**src/rtl/l2tag_pkg.sv**
```systemverilog
package l2tag_pkg;
  localparam int ENTRY_W = 8;
  typedef logic [ENTRY_W-1:0] entry_t;
  typedef enum logic [1:0] {PH_IDLE, PH_RESP, PH_FILL} phase_e;

  // With write-back, entry bit 7 carries the dirty flag.
  function automatic entry_t entry_pack(logic wb, logic dirty, entry_t tag);
    return wb ? {dirty, tag[ENTRY_W-2:0]} : tag;
  endfunction

  function automatic logic entry_is_dirty(logic wb, entry_t e);
    return wb & e[ENTRY_W-1];
  endfunction

  function automatic entry_t entry_tag(logic wb, entry_t e);
    return wb ? {1'b0, e[ENTRY_W-2:0]} : e;
  endfunction
endpackage

```
**src/rtl/l2tag_addr_dec.sv**
```systemverilog
module l2tag_addr_dec
  import l2tag_pkg::*;
#(
  parameter int ADDR_W   = 32,
  parameter int OFF_W    = 4,
  parameter int IDX_W    = 8,
  parameter int TAG_BITS = 8
) (
  input  logic [ADDR_W-1:0] addr,
  output logic [IDX_W-1:0]  idx,
  output entry_t            tag,
  output logic              cacheable
);
  localparam int TAG_LO  = OFF_W + IDX_W;
  localparam int RANGE_W = TAG_LO + TAG_BITS;

  logic unused_off;
  assign unused_off = ^addr[OFF_W-1:0];

  assign idx = addr[TAG_LO-1:OFF_W];

  always_comb begin
    tag = '0;
    tag[TAG_BITS-1:0] = addr[RANGE_W-1:TAG_LO];
  end

  generate
    if (RANGE_W < ADDR_W) begin : g_range
      assign cacheable = (addr[ADDR_W-1:RANGE_W] == '0);
    end else begin : g_full
      assign cacheable = 1'b1;
    end
  endgenerate
endmodule

```
**src/rtl/l2tag_store.sv**
```systemverilog
module l2tag_store
  import l2tag_pkg::*;
#(
  parameter int IDX_W = 8,
  localparam int DEPTH = 1 << IDX_W
) (
  input  logic             clk,
  input  logic             rst_n,
  input  logic [IDX_W-1:0] rd_idx,
  output entry_t           rd_entry,
  output logic             rd_valid,
  input  logic             wr_en,
  input  logic [IDX_W-1:0] wr_idx,
  input  entry_t           wr_entry,
  input  logic             inv_en,
  input  logic [IDX_W-1:0] inv_idx
);
  entry_t           mem [DEPTH];
  logic [DEPTH-1:0] vld;

  assign rd_entry = mem[rd_idx];
  assign rd_valid = vld[rd_idx];

  always_ff @(posedge clk) begin
    if (wr_en) mem[wr_idx] <= wr_entry;
  end

  always_ff @(posedge clk) begin
    if (!rst_n) begin
      vld <= '0;
    end else begin
      if (wr_en)  vld[wr_idx]  <= 1'b1;
      if (inv_en) vld[inv_idx] <= 1'b0;
    end
  end
endmodule

```
**src/rtl/l2tag_sweep.sv**
```systemverilog
module l2tag_sweep #(
  parameter int IDX_W = 8,
  localparam int DEPTH = 1 << IDX_W
) (
  input  logic             clk,
  input  logic             rst_n,
  input  logic             start,
  output logic             busy,
  output logic [IDX_W-1:0] idx
);
  localparam logic [IDX_W-1:0] LAST = IDX_W'(DEPTH - 1);

  always_ff @(posedge clk) begin
    if (!rst_n) begin
      busy <= 1'b0;
      idx  <= '0;
    end else if (busy) begin
      idx <= idx + 1'b1;
      if (idx == LAST) busy <= 1'b0;
    end else if (start) begin
      busy <= 1'b1;
      idx  <= '0;
    end
  end
endmodule

```
**src/rtl/l2tag_ctrl.sv**
```systemverilog
module l2tag_ctrl
  import l2tag_pkg::*;
#(
  parameter int ADDR_W     = 32,
  parameter int IDX_W      = 8,
  parameter bit WRITE_BACK = 1'b1
) (
  input  logic              clk,
  input  logic              rst_n,
  input  logic              req_valid,
  input  logic              req_write,
  input  logic [ADDR_W-1:0] req_addr,
  output logic              req_ready,
  output logic              resp_valid,
  output logic              resp_hit,
  output logic              resp_nc,
  output logic              wt_fwd,
  output logic              wb_req,
  output logic [ADDR_W-1:0] wb_line_addr,
  output logic              fill_req,
  output logic [ADDR_W-1:0] fill_line_addr,
  input  logic              flush_req,
  output logic              flush_busy
);
  localparam int OFF_W    = 4;
  localparam int TAG_BITS = WRITE_BACK ? ENTRY_W - 1 : ENTRY_W;
  localparam int TAG_LO   = OFF_W + IDX_W;

  function automatic logic [ADDR_W-1:0] make_line(entry_t t, logic [IDX_W-1:0] i);
    logic [ADDR_W-1:0] a;
    a = ADDR_W'(t) << TAG_LO;
    a = a | (ADDR_W'(i) << OFF_W);
    return a;
  endfunction

  phase_e phase;

  logic [IDX_W-1:0] dec_idx;
  entry_t           dec_tag;
  logic             dec_cacheable;
  entry_t           rd_entry;
  logic             rd_valid;
  logic             wr_en;
  entry_t           wr_entry;
  logic             sweep_busy;
  logic [IDX_W-1:0] sweep_idx;

  // Named internal events
  logic accept;
  logic flush_take;
  logic lookup_hit;
  logic victim_dirty;

  logic             r_write, r_nc, r_hit, r_vic_valid, r_vic_dirty;
  logic [IDX_W-1:0] r_idx;
  entry_t           r_tag, r_vic_tag;

  l2tag_addr_dec #(
    .ADDR_W(ADDR_W), .OFF_W(OFF_W), .IDX_W(IDX_W), .TAG_BITS(TAG_BITS)
  ) u_dec (
    .addr(req_addr), .idx(dec_idx), .tag(dec_tag), .cacheable(dec_cacheable)
  );

  l2tag_store #(.IDX_W(IDX_W)) u_store (
    .clk(clk), .rst_n(rst_n),
    .rd_idx(dec_idx), .rd_entry(rd_entry), .rd_valid(rd_valid),
    .wr_en(wr_en), .wr_idx(r_idx), .wr_entry(wr_entry),
    .inv_en(sweep_busy), .inv_idx(sweep_idx)
  );

  l2tag_sweep #(.IDX_W(IDX_W)) u_sweep (
    .clk(clk), .rst_n(rst_n), .start(flush_take),
    .busy(sweep_busy), .idx(sweep_idx)
  );

  assign flush_take   = flush_req && (phase == PH_IDLE) && !sweep_busy;
  assign req_ready    = (phase == PH_IDLE) && !sweep_busy && !flush_req;
  assign accept       = req_valid && req_ready;
  assign lookup_hit   = dec_cacheable && rd_valid &&
                        (entry_tag(WRITE_BACK, rd_entry) == dec_tag);
  assign victim_dirty = entry_is_dirty(WRITE_BACK, rd_entry);
  assign flush_busy   = sweep_busy;

  always_ff @(posedge clk) begin
    if (!rst_n) begin
      phase       <= PH_IDLE;
      r_write     <= 1'b0;
      r_nc        <= 1'b0;
      r_hit       <= 1'b0;
      r_vic_valid <= 1'b0;
      r_vic_dirty <= 1'b0;
      r_idx       <= '0;
      r_tag       <= '0;
      r_vic_tag   <= '0;
    end else begin
      unique case (phase)
        PH_IDLE: if (accept) begin
          phase       <= PH_RESP;
          r_write     <= req_write;
          r_nc        <= !dec_cacheable;
          r_hit       <= lookup_hit;
          r_vic_valid <= rd_valid;
          r_vic_dirty <= victim_dirty;
          r_idx       <= dec_idx;
          r_tag       <= dec_tag;
          r_vic_tag   <= entry_tag(WRITE_BACK, rd_entry);
        end
        PH_RESP: phase <= (!r_nc && !r_hit) ? PH_FILL : PH_IDLE;
        PH_FILL: phase <= PH_IDLE;
        default: phase <= PH_IDLE;
      endcase
    end
  end

  always_comb begin
    resp_valid     = (phase == PH_RESP);
    resp_hit       = resp_valid && r_hit;
    resp_nc        = resp_valid && r_nc;
    wt_fwd         = resp_valid && !WRITE_BACK && r_write && !r_nc;
    wb_req         = resp_valid && WRITE_BACK && !r_nc && !r_hit &&
                     r_vic_valid && r_vic_dirty;
    wb_line_addr   = make_line(r_vic_tag, r_idx);
    fill_req       = (phase == PH_FILL);
    fill_line_addr = make_line(r_tag, r_idx);
    wr_en          = 1'b0;
    wr_entry       = entry_pack(WRITE_BACK, 1'b0, r_tag);
    if (resp_valid && WRITE_BACK && r_hit && r_write) begin
      wr_en    = 1'b1;
      wr_entry = entry_pack(WRITE_BACK, 1'b1, r_tag);
    end else if (fill_req) begin
      wr_en    = 1'b1;
      wr_entry = entry_pack(WRITE_BACK, WRITE_BACK && r_write, r_tag);
    end
  end
endmodule

```
**config.mk**
```make
export PLATFORM = sky130hd
export DESIGN_NAME = l2tag_ctrl
export DESIGN_NICKNAME = d
export VERILOG_FILES = /design/src/rtl/l2tag_pkg.sv /design/src/rtl/l2tag_addr_dec.sv /design/src/rtl/l2tag_store.sv /design/src/rtl/l2tag_sweep.sv /design/src/rtl/l2tag_ctrl.sv
export SDC_FILE = /design/constraint.sdc
export NUM_CORES = 2
export LEC_CHECK = 0
export ABC_AREA = 0
export BUFFER_PORTS_ARGS = -buffer_cell sky130_fd_sc_hd__buf_4
export CAP_MARGIN = 20
export CORE_ASPECT_RATIO = 1.1
export CORE_MARGIN = 5
export CORE_UTILIZATION = 42
export CTS_BUF_LIST = sky130_fd_sc_hd__clkbuf_8
export CTS_CLUSTER_SIZE = 25
export DETAILED_ROUTE_END_ITERATION = 8
export PLACE_DENSITY = 0.54
export SYNTH_ARGS = -nofsm -noshare
export SYNTH_HDL_FRONTEND = slang
export SYNTH_HIERARCHICAL = 1
export SYNTH_SLANG_ARGS = --single-unit
export TNS_END_PERCENT = 5
```
**constraint.sdc**
```tcl
create_clock -name clk -period 6.31 [get_ports clk]
set_input_delay 1.893 -clock clk [delete_from_list [all_inputs] [get_ports clk]]
set_output_delay 1.893 -clock clk [all_outputs]
set_load 0.03 [all_outputs]
```
==> results.ini <==
[setup_path]
worst_path_most_repeated_cell = buf_4
crit_buf_inv = 5
slowest_delay_ns = 0.58
crit_start = req_addr[6]
crit_arrival_ns = 5.91
critPathRequiredTime_ns = 7.30
r2r_start = phase[0]
end_kind = register
path_delay_family = buffers and inverters
cp_cell_sequence = buf_4 -> buf_4 -> nand2b_1 -> o22ai_1 -> a21o_1 -> a21oi_1 -> buf_4 -> nor4_1 -> buf_4 -> nor3_1 -> buf_4 -> xnor2_1 -> nand4_1 -> o32ai_2
path_max_fanout = 31
startpoint_type = primary input
critPathKind = primary input to register
critPathSlowestCell = buf_4

[synthesis]
ys_types = 76
synthCells = 4828
ys_seq_area_share_pct = 73.1
ys_seq_elements = 2343
ys_warn_count = 6
ys_async_sr_fraction_pct = 0
ys.flop_type = edfxtp_1
synth_area_um2 = 92300
synth_edf_count = 2048
avgSynthCellArea_um2 = 19.1

[floorplan]
die_x_um = 457
start_util_pct = 42.2
core_area_um2 = 219000
pin_count = 109
rows = 180
die_area_um2 = 229000
die_h_um = 502

[cells_and_area]
multi_input_area_um2 = 22600
layout_commonest_cell = edfxtp_1
drive_gt1_share_pct = 29.7
mostFrequentLayoutCells = edfxtp_1 (2048), mux4_2 (503), clkbuf_8 (432), buf_4 (291), dfxtp_1 (288)
seq_area_um2 = 67400
fillers = 18379
area_delta_synth_final_pct = 12.5
nNetsFinal = 5208

[cts]
cts_resized = 0
postCtsSetupRepairBufs = 0
clkTransAtPathRegs_ns = 0.06
clock_path_buffers = 4
clkLatencyLatePin_ns = 1.09
cts_tree = yes
ctsHoldBuffers = 0
root_buffer = clkbuf_8
cts_max_level = 5
clock-sinks = 2343
cts_buffers = 388

[power]
power_density_nw_per_um2 = 296
p_leak_uw = 0.0317
peakVddDrop_mv = 0.239
report.power.total_uw = 30700

[grt]
grt_overflow = 0
antenna_found_initial = 17
grt_start_max_net_pins = 210
grt_pass1_vias = 50953
grtUsageTotal_pct = 23.4
grt_pass1_wl_um = 384000

[timing]
finClkSkew_ns = 0.0824
setup_viol = 0
min_period_over_period_pct = 78.0
tightest_slew_ns = 1.61
rsz0062_at_grt = no
drv_slew = 60
setup_tns_ns = 0
max_slew_margin_pct = -7.13
hold_viol_final = 0
max_freq_ghz = 0.203
period_minus_slack_ns = 4.92

[worst_hold_path]
min_from = r_hit
worstHoldPathType = register to register

[route]
vias_per_cell = 6.04
routedWlPerCell_um = 32.6
drt_iter0_drc = 5722
routed_wirelength_um = 273000
ant_nets = 0
drc_errors = 0
first_pass_iters = 7
num_vias = 50603

[placed_design]
place_congestion = 0.852
hpwl_um = 169000
port_buffers = 70

[run_status]
status = finished, violations left
violations = slew limit

[flow_run]
max_cap_violations = 0

-- worst register-to-register path: cells and delay by family (launching register included) --
family	cells	cell delay, ns
AOI/OAI and AO/OA	1	0.80
buffers and inverters	1	0.59
DFF	1	0.40
and+or+nand+nor	4	2.59
-- worst paths after layout --
path / to / slack, ns / cells after the start
min reg2reg: r_hit / 0.52 / 2
max: r_hit / 1.39 / 14
min: r_hit / 0.52 / 2
max reg2reg: u_store/mem[37][5] / 1.56 / 6
-- report_power, final --
part	switching (µW)	internal, µW	total, µW	leakage [µW]
logic	1060	548	1600	0.00840
registers	54.7	16800	16900	0.0191
clock network	5910	6340	12300	0.00416
-- state kept, by name, summed over array words and instances (netlist names) --
name and cells:
u_store/mem 2048, u_store/vld 256, r_idx 8, r_tag 8, u_sweep/idx 8, r_vic_tag 7, phase 2, r_hit 1
r_nc 1, r_vic_dirty 1, r_vic_valid 1, r_write 1, u_sweep/busy 1
-- cell type report --
class | count | area share [%]
tap | 2912 | 3.51
multi-input combinational | 2092 | 21.8
timing repair buffer | 335 | 2.87
clock buffer | 431 | 5.72
sequential | 2343 | 65.0
clock inverter | 251 | 1.05
inverter | 10 | 0.0362
antenna | 4 | 0.00965
-- cell usage after synthesis, types with 46 or more instances --
master | count | area [µm²]
edfxtp_1 | 2048 | 61500
mux4_2 | 503 | 11300
dfxtp_1 | 295 | 5910
nor2_1 | 286 | 1070
o221a_2 | 254 | 2860
a22oi_1 | 194 | 1460
clkbuf_1 | 184 | 691
a21oi_1 | 140 | 701
mux2i_1 | 130 | 1300
buf_4 | 102 | 766
buf_2 | 79 | 395
nand2_1 | 62 | 233
nand3_1 | 48 | 240
o221ai_1 | 46 | 403
-- through the flow --
stage	instance area, µm²	setup WS [ns]	hold slack [ns]	util (%)	instances
after CTS	104000	1.60	0.524	47.4	8368
after detailed placement	96700	0.395	0.512	44.2	7686
after global routing	104000	1.35	0.542	47.4	8376
after floorplan	92400	0.463	0.473	-	4861
final	104000	1.39	0.521	47.4	8378
after global placement	96600	0.363	0.511	44.2	7675
-- cell families after synthesis --
kind of cell / synth area share [%]
muxes: 13.8
and+or+nand+nor: 2.90
AOI/OAI and AO/OA: 7.49
adders and majority gates: 0.0136
DFF: 73.1
xor gates and xnor gates: 0.0665
buffers and inverters: 2.67
other: 0.00814
-- per-layer routing --
metal  track usage, %  part of all wire, %  up-vias
met4             9.00                  3.9        2
met3             4.63                  7.7      471
met1             32.1                   41    27050
met2             37.3                   48     2281
met5                0               0.0044        -
li1                 -                    -    20799
Note: power is estimated with default switching activity, not from simulation.
